==> src/rtl/mrsh_pkg.sv <==
package mrsh_pkg;

   typedef enum logic [2:0] {
      ST_IDLE,
      ST_RDREQ,
      ST_RDWAIT,
      ST_WRITE,
      ST_RESP
   } mrsh_state_e;

   function automatic int idx_bits(int v);
      return (v > 1) ? $clog2(v) : 1;
   endfunction

   function automatic int elems_per_word(int mw, int ew);
      return (ew < mw) ? mw / ew : 1;
   endfunction

   function automatic int words_per_elem(int mw, int ew);
      return (ew < mw) ? 1 : (ew + mw - 1) / mw;
   endfunction

   function automatic int backing_words(int mw, int ew, int n);
      int k;
      k = elems_per_word(mw, ew);
      return (ew < mw) ? (n + k - 1) / k : n * words_per_elem(mw, ew);
   endfunction

endpackage

==> src/rtl/mrsh_geom.sv <==
module mrsh_geom
   import mrsh_pkg::*;
#(
   parameter int MEM_W    = 32,
   parameter int ELEM_W   = 12,
   parameter int ELEM_CNT = 64,
   localparam int IW  = idx_bits(ELEM_CNT),
   localparam int BW  = idx_bits(words_per_elem(MEM_W, ELEM_W)),
   localparam int SW  = idx_bits(elems_per_word(MEM_W, ELEM_W)),
   localparam int AW  = idx_bits(backing_words(MEM_W, ELEM_W, ELEM_CNT))
) (
   input  logic [IW-1:0] idx_i,
   input  logic [BW-1:0] beat_i,
   output logic [AW-1:0] addr_o,
   output logic [SW-1:0] slot_o
);
   localparam int EPW = elems_per_word(MEM_W, ELEM_W);
   localparam int WPE = words_per_elem(MEM_W, ELEM_W);

   if (ELEM_W < MEM_W) begin : g_pack
      // word = index / elements-per-word, slot = remainder (beat is always zero here)
      assign addr_o = AW'(32'(idx_i) / EPW + 32'(beat_i));
      assign slot_o = SW'(32'(idx_i) % EPW);
   end else begin : g_split
      // consecutive words per element, beats ascending
      assign addr_o = AW'(32'(idx_i) * WPE + 32'(beat_i));
      assign slot_o = '0;
   end
endmodule

==> src/rtl/mrsh_merge.sv <==
module mrsh_merge #(
   parameter int MEM_W  = 32,
   parameter int ELEM_W = 12,
   parameter int SW     = 1
) (
   input  logic [MEM_W-1:0]  word_i,
   input  logic [ELEM_W-1:0] elem_i,
   input  logic [SW-1:0]     slot_i,
   output logic [MEM_W-1:0]  word_o
);
   always_comb begin
      word_o = word_i;
      word_o[32'(slot_i)*ELEM_W +: ELEM_W] = elem_i;
   end
endmodule

==> src/rtl/mem_marshaler.sv <==
module mem_marshaler
   import mrsh_pkg::*;
#(
   parameter int MEM_W    = 32,
   parameter int ELEM_W   = 12,
   parameter int ELEM_CNT = 64,
   localparam int IW = idx_bits(ELEM_CNT),
   localparam int AW = idx_bits(backing_words(MEM_W, ELEM_W, ELEM_CNT))
) (
   input  logic              clk,
   input  logic              rst_n,
   input  logic              cl_wr_valid,
   output logic              cl_wr_ready,
   input  logic [IW-1:0]     cl_wr_idx,
   input  logic [ELEM_W-1:0] cl_wr_data,
   input  logic              cl_rq_valid,
   output logic              cl_rq_ready,
   input  logic [IW-1:0]     cl_rq_idx,
   output logic              cl_rs_valid,
   input  logic              cl_rs_ready,
   output logic [ELEM_W-1:0] cl_rs_data,
   output logic              mem_wr_valid,
   input  logic              mem_wr_ready,
   output logic [AW-1:0]     mem_wr_addr,
   output logic [MEM_W-1:0]  mem_wr_data,
   output logic              mem_rq_valid,
   input  logic              mem_rq_ready,
   output logic [AW-1:0]     mem_rq_addr,
   input  logic              mem_rs_valid,
   output logic              mem_rs_ready,
   input  logic [MEM_W-1:0]  mem_rs_data
);
   localparam bit PACKED = (ELEM_W < MEM_W);
   localparam int EPW    = elems_per_word(MEM_W, ELEM_W);
   localparam int WPE    = words_per_elem(MEM_W, ELEM_W);
   localparam int WORDS  = backing_words(MEM_W, ELEM_W, ELEM_CNT);
   localparam int SW     = idx_bits(EPW);
   localparam int BW     = idx_bits(WPE);
   localparam int BUF_W  = WPE * MEM_W;

   if (MEM_W < 1 || ELEM_W < 1) begin : g_bad_width
      $error("mem_marshaler: widths must be positive");
   end
   if (ELEM_CNT < 2) begin : g_bad_count
      $error("mem_marshaler: ELEM_CNT must be at least 2");
   end

   mrsh_state_e      st_q;
   logic             op_wr_q;
   logic [IW-1:0]    idx_q;
   logic [BW-1:0]    beat_q;
   logic [BUF_W-1:0] buf_q;
   logic [AW-1:0]    addr_w;
   logic [SW-1:0]    slot_w;
   logic [MEM_W-1:0] merged_w;
   logic             last_beat;

   mrsh_geom #(
      .MEM_W    (MEM_W),
      .ELEM_W   (ELEM_W),
      .ELEM_CNT (ELEM_CNT)
   ) geom_i (
      .idx_i  (idx_q),
      .beat_i (beat_q),
      .addr_o (addr_w),
      .slot_o (slot_w)
   );

   if (PACKED) begin : g_rmw
      mrsh_merge #(
         .MEM_W  (MEM_W),
         .ELEM_W (ELEM_W),
         .SW     (SW)
      ) merge_i (
         .word_i (mem_rs_data),
         .elem_i (buf_q[ELEM_W-1:0]),
         .slot_i (slot_w),
         .word_o (merged_w)
      );
   end else begin : g_no_rmw
      assign merged_w = mem_rs_data;
   end

   assign last_beat    = (32'(beat_q) == 32'(WPE - 1));
   assign cl_wr_ready  = (st_q == ST_IDLE);
   assign cl_rq_ready  = (st_q == ST_IDLE) && !cl_wr_valid;
   assign cl_rs_valid  = (st_q == ST_RESP);
   assign cl_rs_data   = buf_q[32'(slot_w)*ELEM_W +: ELEM_W];
   assign mem_rq_valid = (st_q == ST_RDREQ);
   assign mem_rq_addr  = addr_w;
   assign mem_rs_ready = (st_q == ST_RDWAIT);
   assign mem_wr_valid = (st_q == ST_WRITE);
   assign mem_wr_addr  = addr_w;
   assign mem_wr_data  = buf_q[beat_q*MEM_W +: MEM_W];

   always_ff @(posedge clk or negedge rst_n) begin
      if (!rst_n) begin
         st_q    <= ST_IDLE;
         op_wr_q <= 1'b0;
         idx_q   <= '0;
         beat_q  <= '0;
         buf_q   <= '0;
      end else begin
         case (st_q)
            ST_IDLE: begin
               if (cl_wr_valid) begin
                  op_wr_q <= 1'b1;
                  idx_q   <= cl_wr_idx;
                  beat_q  <= '0;
                  buf_q   <= BUF_W'(cl_wr_data);
                  st_q    <= PACKED ? ST_RDREQ : ST_WRITE;
               end else if (cl_rq_valid) begin
                  op_wr_q <= 1'b0;
                  idx_q   <= cl_rq_idx;
                  beat_q  <= '0;
                  st_q    <= ST_RDREQ;
               end
            end
            ST_RDREQ: begin
               if (mem_rq_ready) st_q <= ST_RDWAIT;
            end
            ST_RDWAIT: begin
               if (mem_rs_valid) begin
                  if (op_wr_q) begin
                     buf_q[MEM_W-1:0] <= merged_w;
                     st_q             <= ST_WRITE;
                  end else begin
                     buf_q[beat_q*MEM_W +: MEM_W] <= mem_rs_data;
                     if (last_beat) begin
                        st_q <= ST_RESP;
                     end else begin
                        beat_q <= beat_q + BW'(1);
                        st_q   <= ST_RDREQ;
                     end
                  end
               end
            end
            ST_WRITE: begin
               if (mem_wr_ready) begin
                  if (last_beat) st_q <= ST_IDLE;
                  else           beat_q <= beat_q + BW'(1);
               end
            end
            ST_RESP: begin
               if (cl_rs_ready) st_q <= ST_IDLE;
            end
            default: st_q <= ST_IDLE;
         endcase
      end
   end

   // ---------------- assertions ----------------
   assert_wr_hold_R9: assert property (@(posedge clk) disable iff (!rst_n)
      mem_wr_valid && !mem_wr_ready |=> mem_wr_valid && $stable(mem_wr_addr) && $stable(mem_wr_data));

   assert_rq_hold_R9: assert property (@(posedge clk) disable iff (!rst_n)
      mem_rq_valid && !mem_rq_ready |=> mem_rq_valid && $stable(mem_rq_addr));

   assert_rsp_hold_R9: assert property (@(posedge clk) disable iff (!rst_n)
      cl_rs_valid && !cl_rs_ready |=> cl_rs_valid && $stable(cl_rs_data));

   assert_addr_range_R1: assert property (@(posedge clk) disable iff (!rst_n)
      (mem_rq_valid || mem_wr_valid) |-> 32'(addr_w) < 32'(WORDS));

   if (PACKED) begin : g_chk_pack
      assert_rmw_order_R3: assert property (@(posedge clk) disable iff (!rst_n)
         $rose(mem_wr_valid) |-> $past(mem_rs_valid && mem_rs_ready));
   end else begin : g_chk_split
      assert_wr_beat_step_R4: assert property (@(posedge clk) disable iff (!rst_n)
         (mem_wr_valid && $past(mem_wr_valid && mem_wr_ready))
            |-> 32'(mem_wr_addr) == 32'($past(mem_wr_addr)) + 1);
      assert_rd_beat_step_R5: assert property (@(posedge clk) disable iff (!rst_n)
         (mem_rq_valid && $past(mem_rs_valid && mem_rs_ready))
            |-> 32'(mem_rq_addr) == 32'($past(mem_rq_addr)) + 1);
   end
endmodule

==> config.mk <==
export PLATFORM = sky130hd
export DESIGN_NAME = mem_marshaler
export DESIGN_NICKNAME = d
export VERILOG_FILES = /design/src/rtl/mrsh_pkg.sv /design/src/rtl/mrsh_geom.sv /design/src/rtl/mrsh_merge.sv /design/src/rtl/mem_marshaler.sv
export SDC_FILE = /design/constraint.sdc
export NUM_CORES = 1
export LEC_CHECK = 0
export ABC_AREA = 1
export BUFFER_PORTS_ARGS = -buffer_cell sky130_fd_sc_hd__clkbuf_2
export CORE_AREA = 2 2 93 95
export CTS_CLUSTER_DIAMETER = 200
export CTS_CLUSTER_SIZE = 12
export DETAILED_ROUTE_END_ITERATION = 7
export DIE_AREA = 0 0 95 97
export HOLD_SLACK_MARGIN = 0.15
export PLACE_DENSITY = 0.66
export SYNTH_ARGS = -nofsm -noshare
export SYNTH_HDL_FRONTEND = slang
export SYNTH_HIERARCHICAL = 1
export SYNTH_SLANG_ARGS = --single-unit
==> constraint.sdc <==
create_clock -name clk -period 1.9 [get_ports clk]
set_clock_uncertainty 0.15 [all_clocks]
set_input_delay 0.095 -clock clk [delete_from_list [all_inputs] [get_ports clk]]
set_output_delay 0.095 -clock clk [all_outputs]
set_load 0.005 [all_outputs]
# [After elaboration in Yosys (flattened, before gate mapping)]
# Cells that the tools add are included.
[totals] in_bits=64 reg_bits=43 word_cells=64
[op_classes] mul=1 n_eq_ne=12 muxes=26 n_reduce_logical=10 n_addsub=4 shifts=6
[ops] operator="$mux 32" n=3
[ops] operator="$bwmux 32" n=2
[ops] operator="$pmux 32 s2" n=1
[ops] operator="$neg 5->34" n=1
[ops] operator="$neg 6->34" n=1
[ops] operator="$shift 12x34->32 const A" n=1
[ops] operator="$shift 32x34->32 const A" n=1
[ops] operator="$shiftx 12x34->32" n=1
[ops] operator="$shiftx 32x34->32" n=1
[ops] operator="$shiftx 32x6->12" n=1
[ops] operator="$shiftx 32x7->32" n=1
[ops] operator="$mux 3" n=9
[ops] operator="$pmux 3 s5" n=1
[ops] operator="$mux 6" n=2
[ops] operator="$ne 2x2->1 const B" n=4
[ops] operator="$mux 1" n=7
[ops] operator="$eq 3x2->1 const B" n=2
[ops] operator="$ne 2x1->1 const B" n=3
[ops] operator="$reduce_and 6->1" n=1
[ops] operator="$add 5x1->5" n=1
[ops] operator="$reduce_and 5->1" n=1
[ops] operator="$reduce_bool 2->1" n=2
[ops] operator="$eq 3x1->1 const B" n=1
[ops] operator="$eq 3x3->1 const B" n=1
[ops] operator="10 further kinds" n=10

# [Logic depth before layout (Yosys ltp)]
# Gate-level depths: netlist of run 1.
[logic_depth] depth_word=7 ltp_mapped=12 mapped_depth_nobuf=9

# [Hierarchy]
# Netlist of run 1, hierarchy kept.
[modules_own_cells] mod="mem_marshaler" cells_each=384 n_inst=1 area_each_um2=2682.6
[modules_own_cells] mod="mrsh_merge" cells_each=86 n_inst=1 area_each_um2=434.2
[modules_own_cells] mod="mrsh_geom" cells_each=14 n_inst=1 area_each_um2=86.3

# [Worst setup path before layout of run 1]
# No wires, ideal clock.
[synth_timing] path_type="register to register" from="register st_q[1]" to="register buf_q[0]" setup_ps=117 arrival_ps=1179 path_stages_with_launch=11 period_less_slack_ps=1447 n_path_buf=2 path_slack_ps=453 cell_sequence="dfrtp_1 > buf_6 > nor2_4 > nand2_2 > inv_2 > nand2_2 > nand2_4 > nand2_4 > buf_6 > nand2_1 > nand2_1"
[synth_between] elab_chain_cells=3
[synth_lines] element="start, declared" line_no="mem_marshaler.sv:48" rtl="mrsh_state_e st_q;"
[synth_lines] element="start signal, assigned" line_no="mem_marshaler.sv:111" rtl="st_q <= PACKED ? ST_RDREQ : ST_WRITE;"
[synth_lines] element="$logic_not 3->1 (*)"
[synth_lines] element="via cl_wr_ready" line_no="mem_marshaler.sv:13" rtl="output logic cl_wr_ready,"
[synth_lines] element="$ne 2x2->1 (no source line) or $reduce_bool 2->1 (tied branches)"
[synth_lines] element="$reduce_and 3->1 (no source line)"
[synth_lines] element="end signal, assigned" line_no="mem_marshaler.sv:110" rtl="buf_q <= BUF_W'(cl_wr_data);"
[synth_lines] element="end signal, assigned by index" line_no="mem_marshaler.sv:125" rtl="buf_q[MEM_W-1:0] <= merged_w;"
[synth_lines] element="end signal, assigned by index" line_no="mem_marshaler.sv:128" rtl="buf_q[beat_q*MEM_W +: MEM_W] <= mem_rs_data;"
[synth_lines] element="end, declared" line_no="mem_marshaler.sv:52" rtl="logic [BUF_W-1:0] buf_q;"
# The timed path passes the listed nets; every way through them passes the cells marked *.
# A chain may end at the register's enable or synchronous reset.

# [Worst setup path after layout of run 1]
[layout_timing] from="register idx_q[0]" to="output cl_rs_data[11]"
[layout_between] elab_chain_cells=2
[layout_lines] element="start, declared" line_no="mem_marshaler.sv:50" rtl="logic [IW-1:0] idx_q;"
[layout_lines] element="start signal, assigned" line_no="mem_marshaler.sv:108" rtl="idx_q <= cl_wr_idx;"
[layout_lines] element="start signal, assigned" line_no="mem_marshaler.sv:114" rtl="idx_q <= cl_rq_idx;"
[layout_lines] element="$mul 1x2->3" line_no="mem_marshaler.sv:88" rtl="assign cl_rs_data = buf_q[32'(slot_w)*ELEM_W +: ELEM_W];"
[layout_lines] element="$shiftx 32x6->12" line_no="mem_marshaler.sv:88"
[layout_lines] element="end, declared" line_no="mem_marshaler.sv:21" rtl="output logic [ELEM_W-1:0] cl_rs_data,"
# Every way passes these cells.

==> impl_metrics.env, run 1 <==
export IMPL_status="finished clean"
export IMPL_dp_hpwl_um=6667
export IMPL_ys_warn_count=6
export IMPL_finalMaxSlewViolations=0
export IMPL_grt_pass1_wl_um=16410
export IMPL_final_cell_mix="nand2_1 (262), clkbuf_2 (123), dlygate4sd3_1 (63)"
export IMPL_p_leak_nw=2.577
export IMPL_whs_path_depth=5
export IMPL_power_density_nw_per_um2=1432
export IMPL_fill_cells=773
export IMPL_maxSlewHeadroom_pct=65.53
export IMPL_syn_to_final_growth_pct=39.57
export IMPL_reg2reg_from="st_q[1]"
export IMPL_placed_cells=684
export IMPL_ys_ff_latch=42
export IMPL_track_usage_pct=22.13
export IMPL_min_period_ps=1807
export IMPL_die_area_um2=9215
export IMPL_arrival_ps=1560
export IMPL_vdd_drop_max_mv=0.6182
export IMPL_drt_iter0_markers=138
export IMPL_grt_overflow=0
export IMPL_hold_viol=0
export IMPL_cts_clk_slew_worst_paths_ps=80
export IMPL_setup_viol=0
export IMPL_place_area_um2=3742
export IMPL_final_common_cell="nand2_1"
export IMPL_cp_required_ps=1650
export IMPL_crit_path_end_kind="primary output"
export IMPL_clock_latency_ps=300
export IMPL_netlist_area_um2=3203
export IMPL_avgSynthCellArea_um2=6.618
export IMPL_via_per_inst=4.767
export IMPL_reg2reg_depth=8
export IMPL_cp_buffers_inverters=2
export IMPL_final_area_um2=4471
export IMPL_synth_cell_types=31
export IMPL_multi_input_area_um2=1752
export IMPL_routed_wl_um=10040
export IMPL_worstSetupStartpointType="flop"
export IMPL_cp_max_fo=12
export IMPL_ios=124
export IMPL_path_delay_family="flip-flops"
export IMPL_min_from="cl_rq_valid"
export IMPL_crit_slowest_cell="dfrtp_1"
export IMPL_r2r_end="buf_q[17]"
export IMPL_io_buffer_count=123
export IMPL_max_stage_delay_ps=520
export IMPL_antenna_cells=0
export IMPL_finalNonFillerCells=755
export IMPL_grt_max_degree=33
export IMPL_clk_path_buf_depth=2
export IMPL_grt_pass1_vias=3431
export IMPL_die_h_um=97
export IMPL_finalSetupTns_ps=0
export IMPL_cts_inserted_buffers=5
export IMPL_min_path_type="input port to flop"
export IMPL_rows=33
export IMPL_min_to="idx_q[1]"
export IMPL_drt_pass1_iter_count=5
export IMPL_drc_errors=0
export IMPL_root_buffer="clkbuf_8"
export IMPL_rsz0062_at_grt="no"
export IMPL_drive_gt1_share_pct=29.08
export IMPL_fin_crit_sh_pct=95.08
export IMPL_yosysSeqAreaShare_pct=32.81
export IMPL_die_w_um=95
export IMPL_seq_area_um2=1054
export IMPL_synthesis_instances=484
export IMPL_cp_cell_sequence="buf_4 -> mux2_2 -> clkbuf_2"
export IMPL_holdWs_ps=161.3
export IMPL_maxCapViolations=0
export IMPL_cts_sinks=42
export IMPL_syn_nets=550
export IMPL_gp_congestion=0.8460
export IMPL_cts_max_level=2
export IMPL_start_util_pct=39.38
export IMPL_ff2ff_setup_slack_ps=190
export IMPL_cts_tree="done"
export IMPL_wl_per_cell_um=13.30
export IMPL_vias=3599
export IMPL_antenna_found_initial=0
export IMPL_worstMarginPinSlew_ps=517.1
export IMPL_clock_fmax_mhz=553.6
export IMPL_cp_startpoint="idx_q[0]"
export IMPL_path_class="flop to primary output"
export IMPL_final_nets=715
export IMPL_core_area_um2=8134
export IMPL_drtAntennaViolNets=0
## routing by layer
metal | vias up | wire, um | track usage, %
met3 | 18 | 456 | 3.427
met4 | 0 | 171 | 5.686
met5 | - | 0 | 0
met2 | 110 | 4936 | 37.70
li1 | 1826 | - | -
met1 | 1645 | 4477 | 29.01
## how the worst max path moves through the flow
stage	to	slack [ps]	cells after the start
finish	cl_rs_data[11]	90	3
global route	st_q[0]	30	7
CTS	cl_rs_data[11]	90	3
detailed placement	buf_q[8]	170	8
global placement	buf_q[5]	240	8
floorplan	buf_q[0]	450	10
## worst register-to-register path, stage by stage (launching register included)
cell	delay, ps
dfrtp_2	470
nor2_4	140
nand2_2	100
inv_2	70
nand2_2	60
nand2_4	160
nand2_4	250
nand2_1	150
nand2_1	50
## stage by stage
| stage | util, % | setup WS (ps) | power, mW |
|---|---|---|---|
| finish | 54.96 | 93.50 | 6.404 |
| detailed placement | 46.01 | 167.3 | 5.667 |
| global placement | 46.01 | 244.2 | 5.574 |
| global route | 54.96 | 27.39 | 7.030 |
| floorplan | - | 453.4 | 4.531 |
| CTS | 54.93 | 88.23 | 6.422 |
## registers in the layout, indices dropped and copies added (netlist names)
signal,cells
buf_q,32
idx_q,6
op_wr_q,1
st_q,3
## power breakdown
part | leakage, nW | switching, mW | internal, mW
clock network | 0.0472 | 0.326 | 0.292
registers | 0.537 | 0.509 | 1.33
logic | 1.99 | 2.30 | 1.64
## layout make-up
| class | instances | share of cell area, % |
|---|---|---|
| multi-input cells | 383 | 39.18 |
| repair buffers | 201 | 30.67 |
| flip-flops and latches | 42 | 23.57 |
| well taps | 105 | 2.939 |
| clock buffers | 6 | 1.847 |
| inverters | 16 | 1.511 |
| clock inverters | 2 | 0.2799 |
## Yosys cell counts (all sizes together)
cell type,instances,area (um^2)
ha,2,25.02
inv,16,67.56
nand3,39,200.2
o21ai,7,35.03
a21oi,21,108.9
clkbuf,5,30.02
dfrtp,42,1051
conb,1,3.750
nor3,1,5.000
nand4,3,25.02
mux2,12,135.1
o21a,6,45.04
buf,38,302.8
or2,6,37.54
xor2,1,8.760
nand2,276,1081
nor2,7,33.78
nand3b,1,7.510
## logic make-up (layout without fill, tap and decap cells)
group	Yosys count	count (layout)	share of synthesized area (%)
other	1	1	0.1171
flip-flops	42	42	32.81
multiplexers	12	12	4.219
AO/OA/AOI/OAI	34	34	5.898
AND/OR/NAND/NOR	333	333	43.40
adder cells (fa/ha/maj)	2	2	0.7811
XOR/XNOR	1	1	0.2735
buffers and inverters	59	225	12.50
## timing repair
item	CTS	global route
hold endpoints to repair	84	0
endpoints found under the setup margin	0	1
resized for setup	0	2
setup buffers	0	0
hold buffers	63	0
Note: power is estimated with default switching activity, not from simulation.
==> run 2, diff against run 1 <==
--- a/config.mk
+++ b/config.mk
@@ -13,7 +13,7 @@
 export DETAILED_ROUTE_END_ITERATION = 7
 export DIE_AREA = 0 0 95 97
 export HOLD_SLACK_MARGIN = 0.15
-export PLACE_DENSITY = 0.66
+export PLACE_DENSITY = 0.69
 export SYNTH_ARGS = -nofsm -noshare
 export SYNTH_HDL_FRONTEND = slang
 export SYNTH_HIERARCHICAL = 1
==> constraint.sdc (replaced) <==
create_clock -name clk -period 1.53 [get_ports clk]
set_clock_uncertainty 0.15 [all_clocks]
set_input_delay 0.0765 -clock clk [delete_from_list [all_inputs] [get_ports clk]]
set_output_delay 0.0765 -clock clk [all_outputs]
set_load 0.005 [all_outputs]
==> impl_metrics.env, run 2 (synthesized netlist as in run 1, its figures left out) <==
export IMPL_status="complete, but fails checks"
export IMPL_grt_pass1_wl_um=17060
export IMPL_vdd_drop_max_mv=1.061
export IMPL_holdWs_ps=180.9
export IMPL_min_period_ps=1648
export IMPL_core_area_um2=8134
export IMPL_p_leak_nw=2.827
export IMPL_finalNonFillerCells=786
export IMPL_dp_hpwl_um=6779
export IMPL_ff2ff_setup_slack_ps=-70
export IMPL_crit_slowest_cell="dfrtp_1"
export IMPL_drtAntennaViolNets=0
export IMPL_rsz0062_at_grt="yes"
export IMPL_rows=33
export IMPL_reg_top3="buf_q: 32 flops, idx_q: 6 flops, st_q: 3 flops"
export IMPL_finalMaxSlewViolations=0
export IMPL_cp_required_ps=1300
export IMPL_root_buffer="clkbuf_8"
export IMPL_r2r_end="buf_q[6]"
export IMPL_power_mw=9.821
export IMPL_wl_per_cell_um=14.92
export IMPL_vias=3990
export IMPL_final_nets=746
export IMPL_largest_register_ffs=32
export IMPL_drt_pass1_iter_count=4
export IMPL_drc_errors=0
export IMPL_die_area_um2=9215
export IMPL_path_class="flop to primary output"
export IMPL_reg2reg_from="st_q[0]"
export IMPL_grt_max_degree=43
export IMPL_min_path_type="input port to flop"
export IMPL_max_stage_delay_ps=420
export IMPL_cts_inserted_buffers=5
export IMPL_gp_congestion=0.8160
export IMPL_via_per_inst=5.076
export IMPL_die_h_um=97
export IMPL_min_from="cl_rq_valid"
export IMPL_drive_gt1_share_pct=36.42
export IMPL_drt_iter0_markers=204
export IMPL_maxSlewHeadroom_pct=62.95
export IMPL_arrival_ps=1420
export IMPL_cts_sinks=42
export IMPL_hold_viol=0
export IMPL_start_util_pct=39.38
export IMPL_cts_clk_slew_worst_paths_ps=80
export IMPL_track_usage_pct=23.16
export IMPL_final_common_cell="nand2_1"
export IMPL_maxCapViolations=0
export IMPL_cts_tree="done"
export IMPL_clock_latency_ps=300
export IMPL_whs_path_depth=5
export IMPL_ios=124
export IMPL_fin_crit_sh_pct=107.7
export IMPL_cp_cell_sequence="buf_12 -> buf_8 -> mux2_4 -> clkbuf_2"
export IMPL_syn_to_final_growth_pct=59.14
export IMPL_top_register="buf_q"
export IMPL_clock_fmax_mhz=606.8
export IMPL_min_to="op_wr_q"
export IMPL_worstSetupStartpointType="flop"
export IMPL_worstMarginPinSlew_ps=555.7
export IMPL_antenna_cells=0
export IMPL_fill_cells=726
export IMPL_placed_cells=689
export IMPL_cts_max_level=2
export IMPL_grt_pass1_vias=3734
export IMPL_power_density_nw_per_um2=1927
export IMPL_reg2reg_depth=7
export IMPL_final_cell_mix="nand2_1 (257), clkbuf_2 (121), dlygate4sd3_1 (62)"
export IMPL_routed_wl_um=11730
export IMPL_antenna_found_initial=0
export IMPL_violations="setup timing"
export IMPL_crit_path_end_kind="primary output"
export IMPL_grt_overflow=0
export IMPL_io_buffer_count=123
export IMPL_fin_ws_ps=-117.9
export IMPL_die_w_um=95
export IMPL_clk_path_buf_depth=2
export IMPL_cp_max_fo=7
export IMPL_setup_viol=39
-- run 2: what timing repair did --
item | 4_1_cts | 5_1_grt
gates resized for setup | 13 | 55
buffers inserted | 14 | 5
hold endpoints to repair | 84 | 1
hold buffers | 61 | 2
endpoints found under the setup margin | 45 | 52
pin swaps | 0 | 21
cloned | 2 | 6
-- run 2: cell type report --
cell class | count | area, um^2 | area share [%]
timing repair buffer | 226 | 1732 | 33.97
timing repair inverter | 3 | 33.78 | 0.6627
sequential | 42 | 1054 | 20.67
clock buffer | 7 | 86.33 | 1.694
clock inverter | 1 | 5.005 | 0.09818
inverter | 16 | 80.08 | 1.571
multi-input combinational | 386 | 1976 | 38.76
tap | 105 | 131.4 | 2.577
-- run 2: through the flow --
stage | cell area (um^2) | utilization [%] | setup TNS (ps) | worst slack, ps
2_1_floorplan | 3203 | - | 0 | 83.39
3_3_place_gp | 3830 | 47.09 | 0 | 16.84
3_5_place_dp | 3830 | 47.09 | -872.7 | -57.72
4_1_cts | 4700 | 57.78 | -1491 | -112.2
5_1_grt | 5097 | 62.67 | -3871 | -148.3
6_report | 5097 | 62.67 | -2004 | -117.9
-- run 2: worst max-delay path by stage --
stage / to / slack [ps] / from
floorplan: buf_q[0] / 80 / st_q[1]
CTS: cl_rs_data[3] / -110 / idx_q[0]
global placement: buf_q[6] / 20 / st_q[1]
detailed placement: buf_q[6] / -60 / st_q[1]
finish: cl_rs_data[11] / -120 / idx_q[0]
global route: cl_rs_data[0] / -150 / idx_q[0]
-- run 2: critical path, delay by kind of cell (launching register included) --
| kind | cells | cell delay (ps) |
|---|---|---|
| buffers and inverters | 3 | 410 |
| multiplexers | 1 | 290 |
| flip-flops | 1 | 420 |
-- run 2: layer usage --
layer | track usage (%) | share of wire [%]
met1 | 28.50 | 39
met2 | 40.86 | 52
met3 | 3.583 | 6.7
met4 | 7.246 | 2.2
met5 | 0 | 0
-- run 2: where the power goes --
group | internal, mW | switching (mW)
Combinational | 3.07 | 3.71
Sequential | 1.66 | 0.631
Clock | 0.365 | 0.389
Total | 5.09 | 4.73
==> run 3, diff against run 2 <==
--- a/config.mk
+++ b/config.mk
@@ -13,7 +13,7 @@
 export DETAILED_ROUTE_END_ITERATION = 7
 export DIE_AREA = 0 0 95 97
 export HOLD_SLACK_MARGIN = 0.15
-export PLACE_DENSITY = 0.69
+export PLACE_DENSITY = 0.8
 export SYNTH_ARGS = -nofsm -noshare
 export SYNTH_HDL_FRONTEND = slang
 export SYNTH_HIERARCHICAL = 1
==> impl_metrics.env, run 3 (synthesized netlist as in run 1, its figures left out) <==
export IMPL_status="complete, but fails checks"
export IMPL_violations="setup timing"
export IMPL_cts_tree="done"
export IMPL_drt_iter0_markers=195
export IMPL_grt_pass1_wl_um=17880
export IMPL_grt_pass1_vias=3801
export IMPL_maxCapViolations=0
export IMPL_via_per_inst=5.129
export IMPL_ios=124
export IMPL_routed_wl_um=11970
export IMPL_grt_max_degree=27
export IMPL_antenna_cells=0
export IMPL_rows=33
export IMPL_fin_util_pct=61.93
export IMPL_clk_path_buf_depth=2
export IMPL_clock_latency_ps=290
export IMPL_cp_cell_sequence="buf_12 -> mux2_2 -> clkbuf_2"
export IMPL_die_area_um2=9215
export IMPL_final_nets=745
export IMPL_cts_sinks=42
export IMPL_setup_viol=13
export IMPL_drt_pass1_iter_count=5
export IMPL_top_register="buf_q"
export IMPL_arrival_ps=1370
export IMPL_finalMaxSlewViolations=0
export IMPL_antenna_found_initial=0
export IMPL_power_density_nw_per_um2=1980
export IMPL_dp_hpwl_um=6691
export IMPL_cts_inserted_buffers=5
export IMPL_grt_overflow=0
export IMPL_crit_path_end_kind="primary output"
export IMPL_fin_crit_sh_pct=104.1
export IMPL_die_w_um=95
export IMPL_p_leak_nw=2.828
export IMPL_hold_viol=0
export IMPL_clock_fmax_mhz=627.7
export IMPL_max_stage_delay_ps=460
export IMPL_min_period_ps=1593
export IMPL_vdd_drop_max_mv=0.9696
export IMPL_crit_slowest_cell="dfrtp_2"
export IMPL_vias=4021
export IMPL_drtAntennaViolNets=0
export IMPL_finalSetupTns_ps=-491.8
export IMPL_min_path_type="input port to flop"
export IMPL_largest_register_ffs=32
export IMPL_cts_max_level=2
export IMPL_gp_congestion=0.8781
export IMPL_syn_to_final_growth_pct=57.27
export IMPL_wl_per_cell_um=15.27
export IMPL_start_util_pct=39.38
export IMPL_cp_required_ps=1300
export IMPL_drc_errors=0
export IMPL_cp_max_fo=9
export IMPL_core_area_um2=8134
export IMPL_rsz0062_at_grt="yes"
export IMPL_reg_top3="buf_q: 32 flops, idx_q: 6 flops, st_q: 3 flops"
export IMPL_cts_clk_slew_worst_paths_ps=80
export IMPL_track_usage_pct=24.16
export IMPL_final_cell_mix="nand2_1 (260), clkbuf_2 (121), dlygate4sd3_1 (61)"
export IMPL_fin_ws_ps=-63.15
export IMPL_io_buffer_count=123
export IMPL_root_buffer="clkbuf_8"
export IMPL_final_common_cell="nand2_1"
export IMPL_drive_gt1_share_pct=33.43
export IMPL_die_h_um=97
export IMPL_worstSetupStartpointType="flop"
export IMPL_path_class="flop to primary output"
run 3: changes by cell type in the layout (fill, tap and decap cells not counted), sizes merged:
| cell | change |
|---|---|
| buf | -2 |
| clkbuf | +1 |
| nand2 | +1 |
| inv | -2 |
| bufinv | +1 |
| clkinv | -1 |
| dlymetal6s4s | +1 |
| dlygate4sd3 | -1 |
run 3: worst max-delay path: cells and delay by family (launching register included):
family                 cells  cell delay, ps
muxes                      1             340
DFF                        1             460
buffers and inverters      2             270
run 3: layer usage:
layer	routed length (um)	vias up	part of all wire, %	GRT usage, %
met5	0	-	0	0
met3	906	45	7.6	4.050
met1	4641	1877	39	30.25
met4	381	0	3.2	9.253
met2	6041	199	50	41.03
li1	-	1900	-	-
run 3: final cells by class:
type,count,area (um^2)
clock buffers,6,82.58
flip-flops and latches,42,1055
inverters,16,85.08
repair inverters,1,11.26
fillers,656,3097
well taps,105,131.4
repair buffers,226,1705
clock inverters,1,30.03
multi-input cells,387,1937
run 3: timing repair:
action,in CTS,in global routing
gates resized for setup,22,29
hold buffers,62,2
cloned,1,8
hold endpoints to repair,84,1
setup buffers,11,8
setup endpoints to repair,48,78
pin swaps,2,3
run 3: worst paths after layout:
kind	slack, ps	end	startpoint	depth (start not counted)
worst max register to register	-10	buf_q[2]	st_q[1]	8
max in group asynchronous	200	idx_q[0]	rst_n	4
worst min-delay path	90	idx_q[0]	cl_wr_idx[0]	5
worst min register to register	330	buf_q[30]	buf_q[30]	2
min in group asynchronous	600	st_q[2]	rst_n	3
worst max-delay path	-60	cl_rs_data[9]	idx_q[0]	3
run 3: report_power, final:
group          total [mW]  switching [mW]  internal, mW
combinational        6.77            3.70          3.07
clock               0.924           0.401         0.523
sequential           2.28           0.618          1.66
total                9.97            4.72          5.26
run 3: stage by stage:
step	total power [mW]	hold WS (ps)	setup slack, ps	cell area, um^2	std cells
global route	10.68	148.7	-135.1	5037	784
global placement	7.036	-100.3	-2.767	3802	687
detailed placement	7.207	-95.22	-68.38	3802	687
finish	9.972	92.34	-63.15	5037	784
floorplan	5.627	-369.1	83.39	3203	484
CTS	8.823	181.0	-38.03	4727	768
